==> src/rtl/segxl_pkg.sv <==
// segxl_pkg
// Shared types of the segment translator.
// Assumes: nothing beyond standard SystemVerilog.
package segxl_pkg;

    // Outcome of one lookup, decided before the output register.
    typedef enum logic [1:0] {
        XR_IDLE = 2'd0,
        XR_HIT  = 2'd1,
        XR_PROT = 2'd2,
        XR_SEG  = 2'd3
    } xl_result_e;

endpackage

==> src/rtl/segxl_table.sv <==
// segxl_table
// Holds one base/limit/present triple per segment. Writes are synchronous.
// The read port is combinational from the stored registers, so a lookup
// made in the same cycle as a write to the same entry sees the old value.
// Assumes: SEG_W bits can name every one of NSEG entries.
module segxl_table #(
    parameter int NSEG   = 8,
    parameter int SEG_W  = 3,
    parameter int BASE_W = 24,
    parameter int LIM_W  = 17
) (
    input  logic              clk,
    input  logic              rst_n,
    input  logic              wr_en,
    input  logic [SEG_W-1:0]  wr_sel,
    input  logic [BASE_W-1:0] wr_base,
    input  logic [LIM_W-1:0]  wr_limit,
    input  logic              wr_present,
    input  logic [SEG_W-1:0]  rd_sel,
    output logic [BASE_W-1:0] rd_base,
    output logic [LIM_W-1:0]  rd_limit,
    output logic              rd_present
);

    logic [BASE_W-1:0] base_q [NSEG];
    logic [LIM_W-1:0]  lim_q  [NSEG];
    logic              pres_q [NSEG];

    // One register set per entry, loaded when the write names it.
    for (genvar g = 0; g < NSEG; g++) begin : g_entry
        logic hit_w;
        assign hit_w = wr_en && (wr_sel == SEG_W'(g));

        // Entry g: clear on reset, load on a matching write.
        always_ff @(posedge clk) begin
            if (!rst_n) begin
                base_q[g] <= '0;
                lim_q[g]  <= '0;
                pres_q[g] <= 1'b0;
            end else if (hit_w) begin
                base_q[g] <= wr_base;
                lim_q[g]  <= wr_limit;
                pres_q[g] <= wr_present;
            end
        end
    end

    // Read mux: select the entry named by the lookup.
    always_comb begin
        rd_base    = base_q[rd_sel];
        rd_limit   = lim_q[rd_sel];
        rd_present = pres_q[rd_sel];
    end

    // a write lands in the named entry by the next edge.
    p_write_lands_r9: assert property (@(posedge clk) disable iff (!rst_n)
        wr_en |=> (base_q[$past(wr_sel)] == $past(wr_base))
               && (lim_q[$past(wr_sel)]  == $past(wr_limit))
               && (pres_q[$past(wr_sel)] == $past(wr_present)));

endmodule

==> src/rtl/segxl_check.sv <==
// segxl_check
// Compares the offset with the selected limit, forms base + offset and
// registers the outcome. The absent check wins over the limit check. No
// address leaves the block unless the request passes both checks.
// Assumes: BASE_W >= OFF_W and LIM_W > OFF_W.
module segxl_check
    import segxl_pkg::*;
#(
    parameter int OFF_W  = 16,
    parameter int BASE_W = 24,
    parameter int LIM_W  = 17
) (
    input  logic              clk,
    input  logic              rst_n,
    input  logic              req_valid,
    input  logic [OFF_W-1:0]  req_off,
    input  logic [BASE_W-1:0] ent_base,
    input  logic [LIM_W-1:0]  ent_limit,
    input  logic              ent_present,
    output logic              out_valid,
    output logic [BASE_W-1:0] out_paddr,
    output logic              out_prot,
    output logic              out_seg
);

    localparam int BPAD = BASE_W - OFF_W;
    localparam int LPAD = LIM_W - OFF_W;

    logic              in_range;
    logic [BASE_W-1:0] sum_w;
    xl_result_e        res_d;

    // Limit compare and address add; the add truncates to BASE_W bits.
    always_comb begin
        in_range = ({{LPAD{1'b0}}, req_off} < ent_limit);
        sum_w    = ent_base + {{BPAD{1'b0}}, req_off};
    end

    // Outcome select: idle, then absent, then out-of-range, else hit.
    always_comb begin
        if (!req_valid)        res_d = XR_IDLE;
        else if (!ent_present) res_d = XR_SEG;
        else if (!in_range)    res_d = XR_PROT;
        else                   res_d = XR_HIT;
    end

    // Output register: one-cycle latency, address only on a hit.
    always_ff @(posedge clk) begin
        if (!rst_n) begin
            out_valid <= 1'b0;
            out_prot  <= 1'b0;
            out_seg   <= 1'b0;
            out_paddr <= '0;
        end else begin
            out_valid <= (res_d == XR_HIT);
            out_prot  <= (res_d == XR_PROT);
            out_seg   <= (res_d == XR_SEG);
            out_paddr <= (res_d == XR_HIT) ? sum_w : '0;
        end
    end

    // the three result flags never overlap.
    p_flags_excl_r7: assert property (@(posedge clk) disable iff (!rst_n)
        $onehot0({out_valid, out_prot, out_seg}));

    // a cycle without a request leaves all flags low.
    p_idle_quiet_r2: assert property (@(posedge clk) disable iff (!rst_n)
        !req_valid |=> !(out_valid || out_prot || out_seg));

    // a request to an absent entry yields only the segment fault.
    p_absent_fault_r6: assert property (@(posedge clk) disable iff (!rst_n)
        (req_valid && !ent_present) |=> (out_seg && !out_valid && !out_prot));

    // no address is issued unless the translation is valid.
    p_no_addr_r5: assert property (@(posedge clk) disable iff (!rst_n)
        !out_valid |-> (out_paddr == '0));

endmodule

==> src/rtl/segxl_translator.sv <==
// segxl_translator
// Top level: the segment table plus the limit check and address adder.
// The lookup index goes straight from req_seg to the table read port.
// Assumes: NSEG is a power of two, so every req_seg value names an entry.
module segxl_translator #(
    parameter int NSEG   = 8,
    parameter int OFF_W  = 16,
    parameter int BASE_W = 24,
    parameter int SEG_W  = $clog2(NSEG),
    parameter int LIM_W  = OFF_W + 1
) (
    input  logic              clk,
    input  logic              rst_n,
    input  logic              cfg_we,
    input  logic [SEG_W-1:0]  cfg_seg,
    input  logic [BASE_W-1:0] cfg_base,
    input  logic [LIM_W-1:0]  cfg_limit,
    input  logic              cfg_present,
    input  logic              req_valid,
    input  logic [SEG_W-1:0]  req_seg,
    input  logic [OFF_W-1:0]  req_off,
    output logic              xl_valid,
    output logic [BASE_W-1:0] xl_paddr,
    output logic              xl_prot_fault,
    output logic              xl_seg_fault
);

    logic [BASE_W-1:0] sel_base;
    logic [LIM_W-1:0]  sel_limit;
    logic              sel_present;

    segxl_table #(
        .NSEG   (NSEG),
        .SEG_W  (SEG_W),
        .BASE_W (BASE_W),
        .LIM_W  (LIM_W)
    ) u_table (
        .clk        (clk),
        .rst_n      (rst_n),
        .wr_en      (cfg_we),
        .wr_sel     (cfg_seg),
        .wr_base    (cfg_base),
        .wr_limit   (cfg_limit),
        .wr_present (cfg_present),
        .rd_sel     (req_seg),
        .rd_base    (sel_base),
        .rd_limit   (sel_limit),
        .rd_present (sel_present)
    );

    segxl_check #(
        .OFF_W  (OFF_W),
        .BASE_W (BASE_W),
        .LIM_W  (LIM_W)
    ) u_check (
        .clk         (clk),
        .rst_n       (rst_n),
        .req_valid   (req_valid),
        .req_off     (req_off),
        .ent_base    (sel_base),
        .ent_limit   (sel_limit),
        .ent_present (sel_present),
        .out_valid   (xl_valid),
        .out_paddr   (xl_paddr),
        .out_prot    (xl_prot_fault),
        .out_seg     (xl_seg_fault)
    );

endmodule

==> config.mk <==
export PLATFORM = sky130hd
export DESIGN_NAME = segxl_translator
export DESIGN_NICKNAME = d
export VERILOG_FILES = /design/src/rtl/segxl_pkg.sv /design/src/rtl/segxl_table.sv /design/src/rtl/segxl_check.sv /design/src/rtl/segxl_translator.sv
export SDC_FILE = /design/constraint.sdc
export NUM_CORES = 1
export LEC_CHECK = 0
export ABC_AREA = 0
export BUFFER_PORTS_ARGS = -buffer_cell sky130_fd_sc_hd__buf_2
export CORE_UTILIZATION = 55
export CTS_CLUSTER_DIAMETER = 50
export DETAILED_ROUTE_END_ITERATION = 12
export PLACE_DENSITY = 0.81
export SLEW_MARGIN = 10
export SYNTH_ARGS = -nofsm -noshare
export SYNTH_HDL_FRONTEND = slang
export SYNTH_SLANG_ARGS = --single-unit
==> constraint.sdc <==
create_clock -name clk -period 4.35 [get_ports clk]
set_input_delay 0.435 -clock clk [delete_from_list [all_inputs] [get_ports clk]]
set_output_delay 0.435 -clock clk [all_outputs]
set_load 0.05 [all_outputs]
After elaboration in Yosys (flattened, before gate mapping):

Memories as Yosys holds them, arrays and structs flattened.
Index checks and enable logic that the tools add are counted.

* register bits after elaboration: 27
* bits in latches: 0
* RAM bits: 336
* bits in read-only memories: 0
* bits of input ports: 68
* output and inout bits: 27
* word-level logic and storage cells: 105
* memories: 3

Memories
* u_table.base_q: depth 8, bits a word 24, read ports 1, clocked after Yosys merged registers in 0, wr ports 8, RTL line segxl_table.sv:25 `logic [BASE_W-1:0] base_q [NSEG];`
* u_table.lim_q: depth 8, bits a word 17, read ports 1, clocked after Yosys merged registers in 0, wr ports 8, RTL line segxl_table.sv:26 `logic [LIM_W-1:0] lim_q [NSEG];`
* u_table.pres_q: depth 8, bits a word 1, read ports 1, clocked after Yosys merged registers in 0, wr ports 8, RTL line segxl_table.sv:27 `logic pres_q [NSEG];`

* $add $sub $neg: 1
* multiply operators: 0
* divide/modulo/power cells: 0
* magnitude comparators: 1
* equal/unequal tests: 10
* shift operators: 0
* multiplexer cells: 52
* bitwise gates (word level): 24
* reductions and logical operators: 10

Operators with widths (count)
* 24-bit 2-to-1 mux: 8
* 17-bit 2-to-1 mux: 8
* 1-bit 2-to-1 mux: 33
* 24-bit by 16-bit adder with 24-bit output: 1
* 1-bit bitwise OR: 24
* 16-bit by 17-bit < comparator with 1-bit output: 1
* 3-bit == test, second input constant: 4
* 1-bit logical AND: 8
* 3-bit by 2-bit == test with 1-bit output, second input constant: 2
* 2-bit 2-to-1 mux: 3
* 2-bit == test, second input constant: 2
* 3-bit by 1-bit == test with 1-bit output, second input constant: 1
* 3-bit logical NOT: 1
* 2-bit by 1-bit == test with 1-bit output, second input constant: 1
* 2-bit AND reduction: 1

Logic depth before layout (Yosys ltp):

An unclocked memory read counts as a cell.

* depth in word-level cells: 7
* gate-level depth with buffers: 16
* mapped depth without buffers: 11

Modules after synthesis:

Synthesis repeated with hierarchy kept, for this count alone.

* cells, all modules: 1130
* area total of the unflattened synthesis: 17015.1 µm²

Modules (own cells, without submodules)
* segxl_table: instances 1, cells an instance 881, area each 14970.6 µm², sequential area each 10079.7 µm²
* segxl_check: instances 1, cells an instance 249, area each 2044.5 µm², sequential area each 540.5 µm²

Worst setup path after synthesis:

Ideal clock, no wire load.

* path type: input port to flip-flop
* start point: input cfg_seg[2]
* end point: memory u_table.base_q[0][0] (enable)
* library setup time: 0.500 ns
* arrival: 3.929 ns
* data required time: 3.850 ns
* setup slack: -0.079 ns
* stages: 2
* buffers on the path: 0
* path through: or3b_2 > o21ai_0

RTL lines
* start, declared: RTL line segxl_translator.sv:15 `input logic [SEG_W-1:0] cfg_seg,`
* end, declared: RTL line segxl_table.sv:25

Worst setup path after layout:

* start point: memory u_table.base_q[7][0]
* end point: register u_check.out_paddr[20]

* longest elaborated chain between the ends: 2

Ends and longest elaborated chain
* memory 8 x 24 bit
* 24-bit by 16-bit adder with 24-bit output: RTL line segxl_check.sv:36 `sum_w = ent_base + {{BPAD{1'b0}}, req_off};`
* end signal, assigned: RTL line segxl_check.sv:58 `out_paddr <= (res_d == XR_HIT) ? sum_w : '0;`
* end, declared: RTL line segxl_check.sv:21 `output logic [BASE_W-1:0] out_paddr,`

No other way between the ends.
A chain may end at the register's enable or synchronous reset.

==> results.tsv <==
stage	metric	value	unit
run_status	outcome	finished, final reports clean	
die	dieWidth	177.6	um
clock_network	cts-root-buf	clkbuf_16	
routing	ant_nets	0	
clock_network	clock-sinks	363	
logic_synthesis	ys_seq_area_frac	0.6260	
logic_synthesis	synth_area	0.01697	mm^2
global_routing	grt_pass1_vias	10240	
timing	final_hold_viol_count	0	
logic_synthesis	synthFlopType	edfxtp_1	
routing	drt_iter0_drc	1066	
logic_synthesis	synth_top_area_frac	0.5929	
die	die_h	177.6	um
timing	drv_slew	0	
clock_network	numCtsBuffers	39	
flow_run	drv_cap	0	
die	core_region_area	0.02995	mm^2
clock_network	cts_tree	yes	
power	finalPower	8.277	mW
routing	drc	0	
placed_design	place_inst	1565	
global_routing	grt_max_degree	43	
critical_path	cp_max_fo	6	
critical_path	arrival	4050	ps
logic_synthesis	synth_most_common_cell	and2_1	
clock_network	ctsHoldBuffers	0	
die	num_rows	63	
clock_network	h-tree-depth	2	
worst_hold_path	hold-path-cell-count	3	
critical_path	cp.required	4780	ps
routing	wire_per_inst	25.46	um
global_routing	antenna_found_initial	4	
cells_and_area	areaGrowthSynthToFinish	13.59	%
logic_synthesis	synthArstFlopShare	0	
worst_hold_path	holdCritPathClass	primary input to flop	
critical_path	worstSetupPathType	flop to flop	
cells_and_area	final_cells	1636	
timing	fmax	276.3	MHz
global_routing	gr-total-overflow	0	
logic_synthesis	syn_nets	1210	
placed_design	hpwl	25000	um
clock_network	clkTransAtPathRegs	60	ps
clock_network	clk_path_buf_depth	3	
routing	dr.pass1.iters	5	
timing	finalSetupViolations	0	
clock_network	clock_latency	540	ps
routing	viasPerCell	6.082	
die	io-pin-count	95	
global_routing	grt_use_total	0.2763	
placed_design	globalplace.congestion	0.8508	
logic_synthesis	synth_area_leader_cell	edfxtp_1	
logic_synthesis	synth_edf_count	335	
timing	tightest_slew	1009	ps
logic_synthesis	ys_ff_latch	363	
power	peakVddDrop	0.2728	mV
power	p_per_area	429.5	mW/mm^2
timing	relSlewSlack	0.3245	
critical_path	cp-end-kind	flop	
logic_synthesis	netlist_top_cells_count	and2_1 (337), edfxtp_1 (335), mux4_2 (82)	
clock_network	ctsResizeCount	0	
timing	fin_crit	3620	ps
logic_synthesis	syn_area_per_cell	15.28	um^2
power	p_leak	7.138	nW
cells_and_area	drive_above_1_share	0.2629	
routing	routed_wl	41650	um
die	die-area	0.03155	mm^2
global_routing	grt_pass1_wl	62890	um
routing	vias	9950	
critical_path	reg2reg_depth	11	
timing	finalClockSkew	28.23	ps
placed_design	portBuffers	94	
logic_synthesis	ys_top_cells_by_area	edfxtp_1 (59%), and2_1 (12%), mux4_2 (11%)	
logic_synthesis	yosys_warnings	0	
timing	rsz0062_at_grt	no	
cells_and_area	final_nets	1316	
die	start_util	0.5664	
logic_synthesis	syn_inst	1110	
clock_network	post_cts_buffers	0	
logic_synthesis	ys_types	63	
timing	period_share	0.8322	
critical_path	setup.worst_path.start_class	flop	
## final timing paths
kind / slack [ps] / start / endpoint
worst max-delay path: 730 / u_table.base_q[7][0]$_SDFFCE_PN0P_ / u_check.out_paddr[20]$_SDFF_PN0_
worst min-delay path: 180 / req_valid / u_check.out_seg$_SDFF_PN0_
worst max register to register: 730 / u_table.base_q[7][0]$_SDFFCE_PN0P_ / u_check.out_paddr[20]$_SDFF_PN0_
worst min register to register: 520 / u_table.pres_q[4]$_DFF_P_ / u_table.pres_q[4]$_DFF_P_
## through the flow
step	hold WS [ps]	utilization	setup slack, ps	instance area, um^2	setup TNS, ps
6_report	184.9	0.6434	730.1	19270	0
5_1_grt	184.7	0.6433	581.8	19270	0
4_1_cts	172.2	0.6432	731.1	19270	0
3_5_place_dp	479.1	0.6024	374.2	18040	0
3_3_place_gp	452.0	0.6024	575.6	18040	0
2_1_floorplan	442.1	-	-78.50	16970	-6594
## critical path: stages (launching register included)
cell	delay, ps
edfxtp_1	370
mux4_2	470
mux2_2	280
ha_1	230
fa_1	450
a211oi_2	290
o21ai_1	200
a2111oi_4	470
o31ai_4	190
a21oi_2	210
nor2_1	70
nor4_2	260
## sequential cells by signal (all words and copies together) (netlist names)
signal / flops
u_table.lim_q: 136
u_table.pres_q: 8
u_check.out_valid: 1
u_check.out_paddr: 24
u_table.base_q: 192
u_check.out_seg: 1
u_check.out_prot: 1
## report_power, final
part / total (mW) / internal (mW) / switching, mW
sequential: 4.10 / 4.04 / 0.0614
clock: 3.19 / 1.85 / 1.34
combinational: 0.985 / 0.392 / 0.593
total: 8.28 / 6.29 / 1.99
## final cells by class
class	instances	area, um^2
Clock inverter	20	158.9
Antenna cell	2	5.005
Timing Repair Buffer	125	745.7
Clock buffer	49	1065
Tap cell	390	488.0
Fill cell	2127	10680
Sequential cell	363	10620
Multi-Input combinational cell	678	6156
Inverter	9	33.78
## cell usage in the layout (no fill, tap or decap), types with 7 or more instances in the layout
cell type	instances
and2_1	337
edfxtp_1	335
buf_2	92
mux4_2	82
clkbuf_16	40
nor2_1	31
ha_1	31
buf_4	30
dfxtp_1	28
mux2i_1	23
mux2_2	22
o21ai_0	13
a21o_1	11
inv_1	9
nand2_1	9
o21ai_4	8
nand3_1	8
clkinv_1	8
a211oi_1	7
xor2_1	7
nor3_2	7
clkinv_2	7
## metal layers
metal	vias up	part of all wire	track usage
met5	-	0.00060	0
met2	491	0.49	0.4530
met1	4999	0.39	0.3662
met4	4	0.035	0.1065
li1	4347	-	-
met3	109	0.085	0.05334
## cell families (layout without fill, tap and decap cells)
| family | count (synthesis) | after routing | share of synthesized area |
|---|---|---|---|
| other | 0 | 2 | 0 |
| muxes | 127 | 127 | 0.1370 |
| buffers and inverters | 69 | 203 | 0.01917 |
| AOI/OAI and AO/OA | 73 | 73 | 0.03260 |
| and+or+nand+nor | 434 | 434 | 0.1550 |
| adders and majority gates | 32 | 32 | 0.02404 |
| DFF | 363 | 363 | 0.6260 |
| xor gates and xnor gates | 12 | 12 | 0.006195 |
Power figures use the tool's default switching activity.
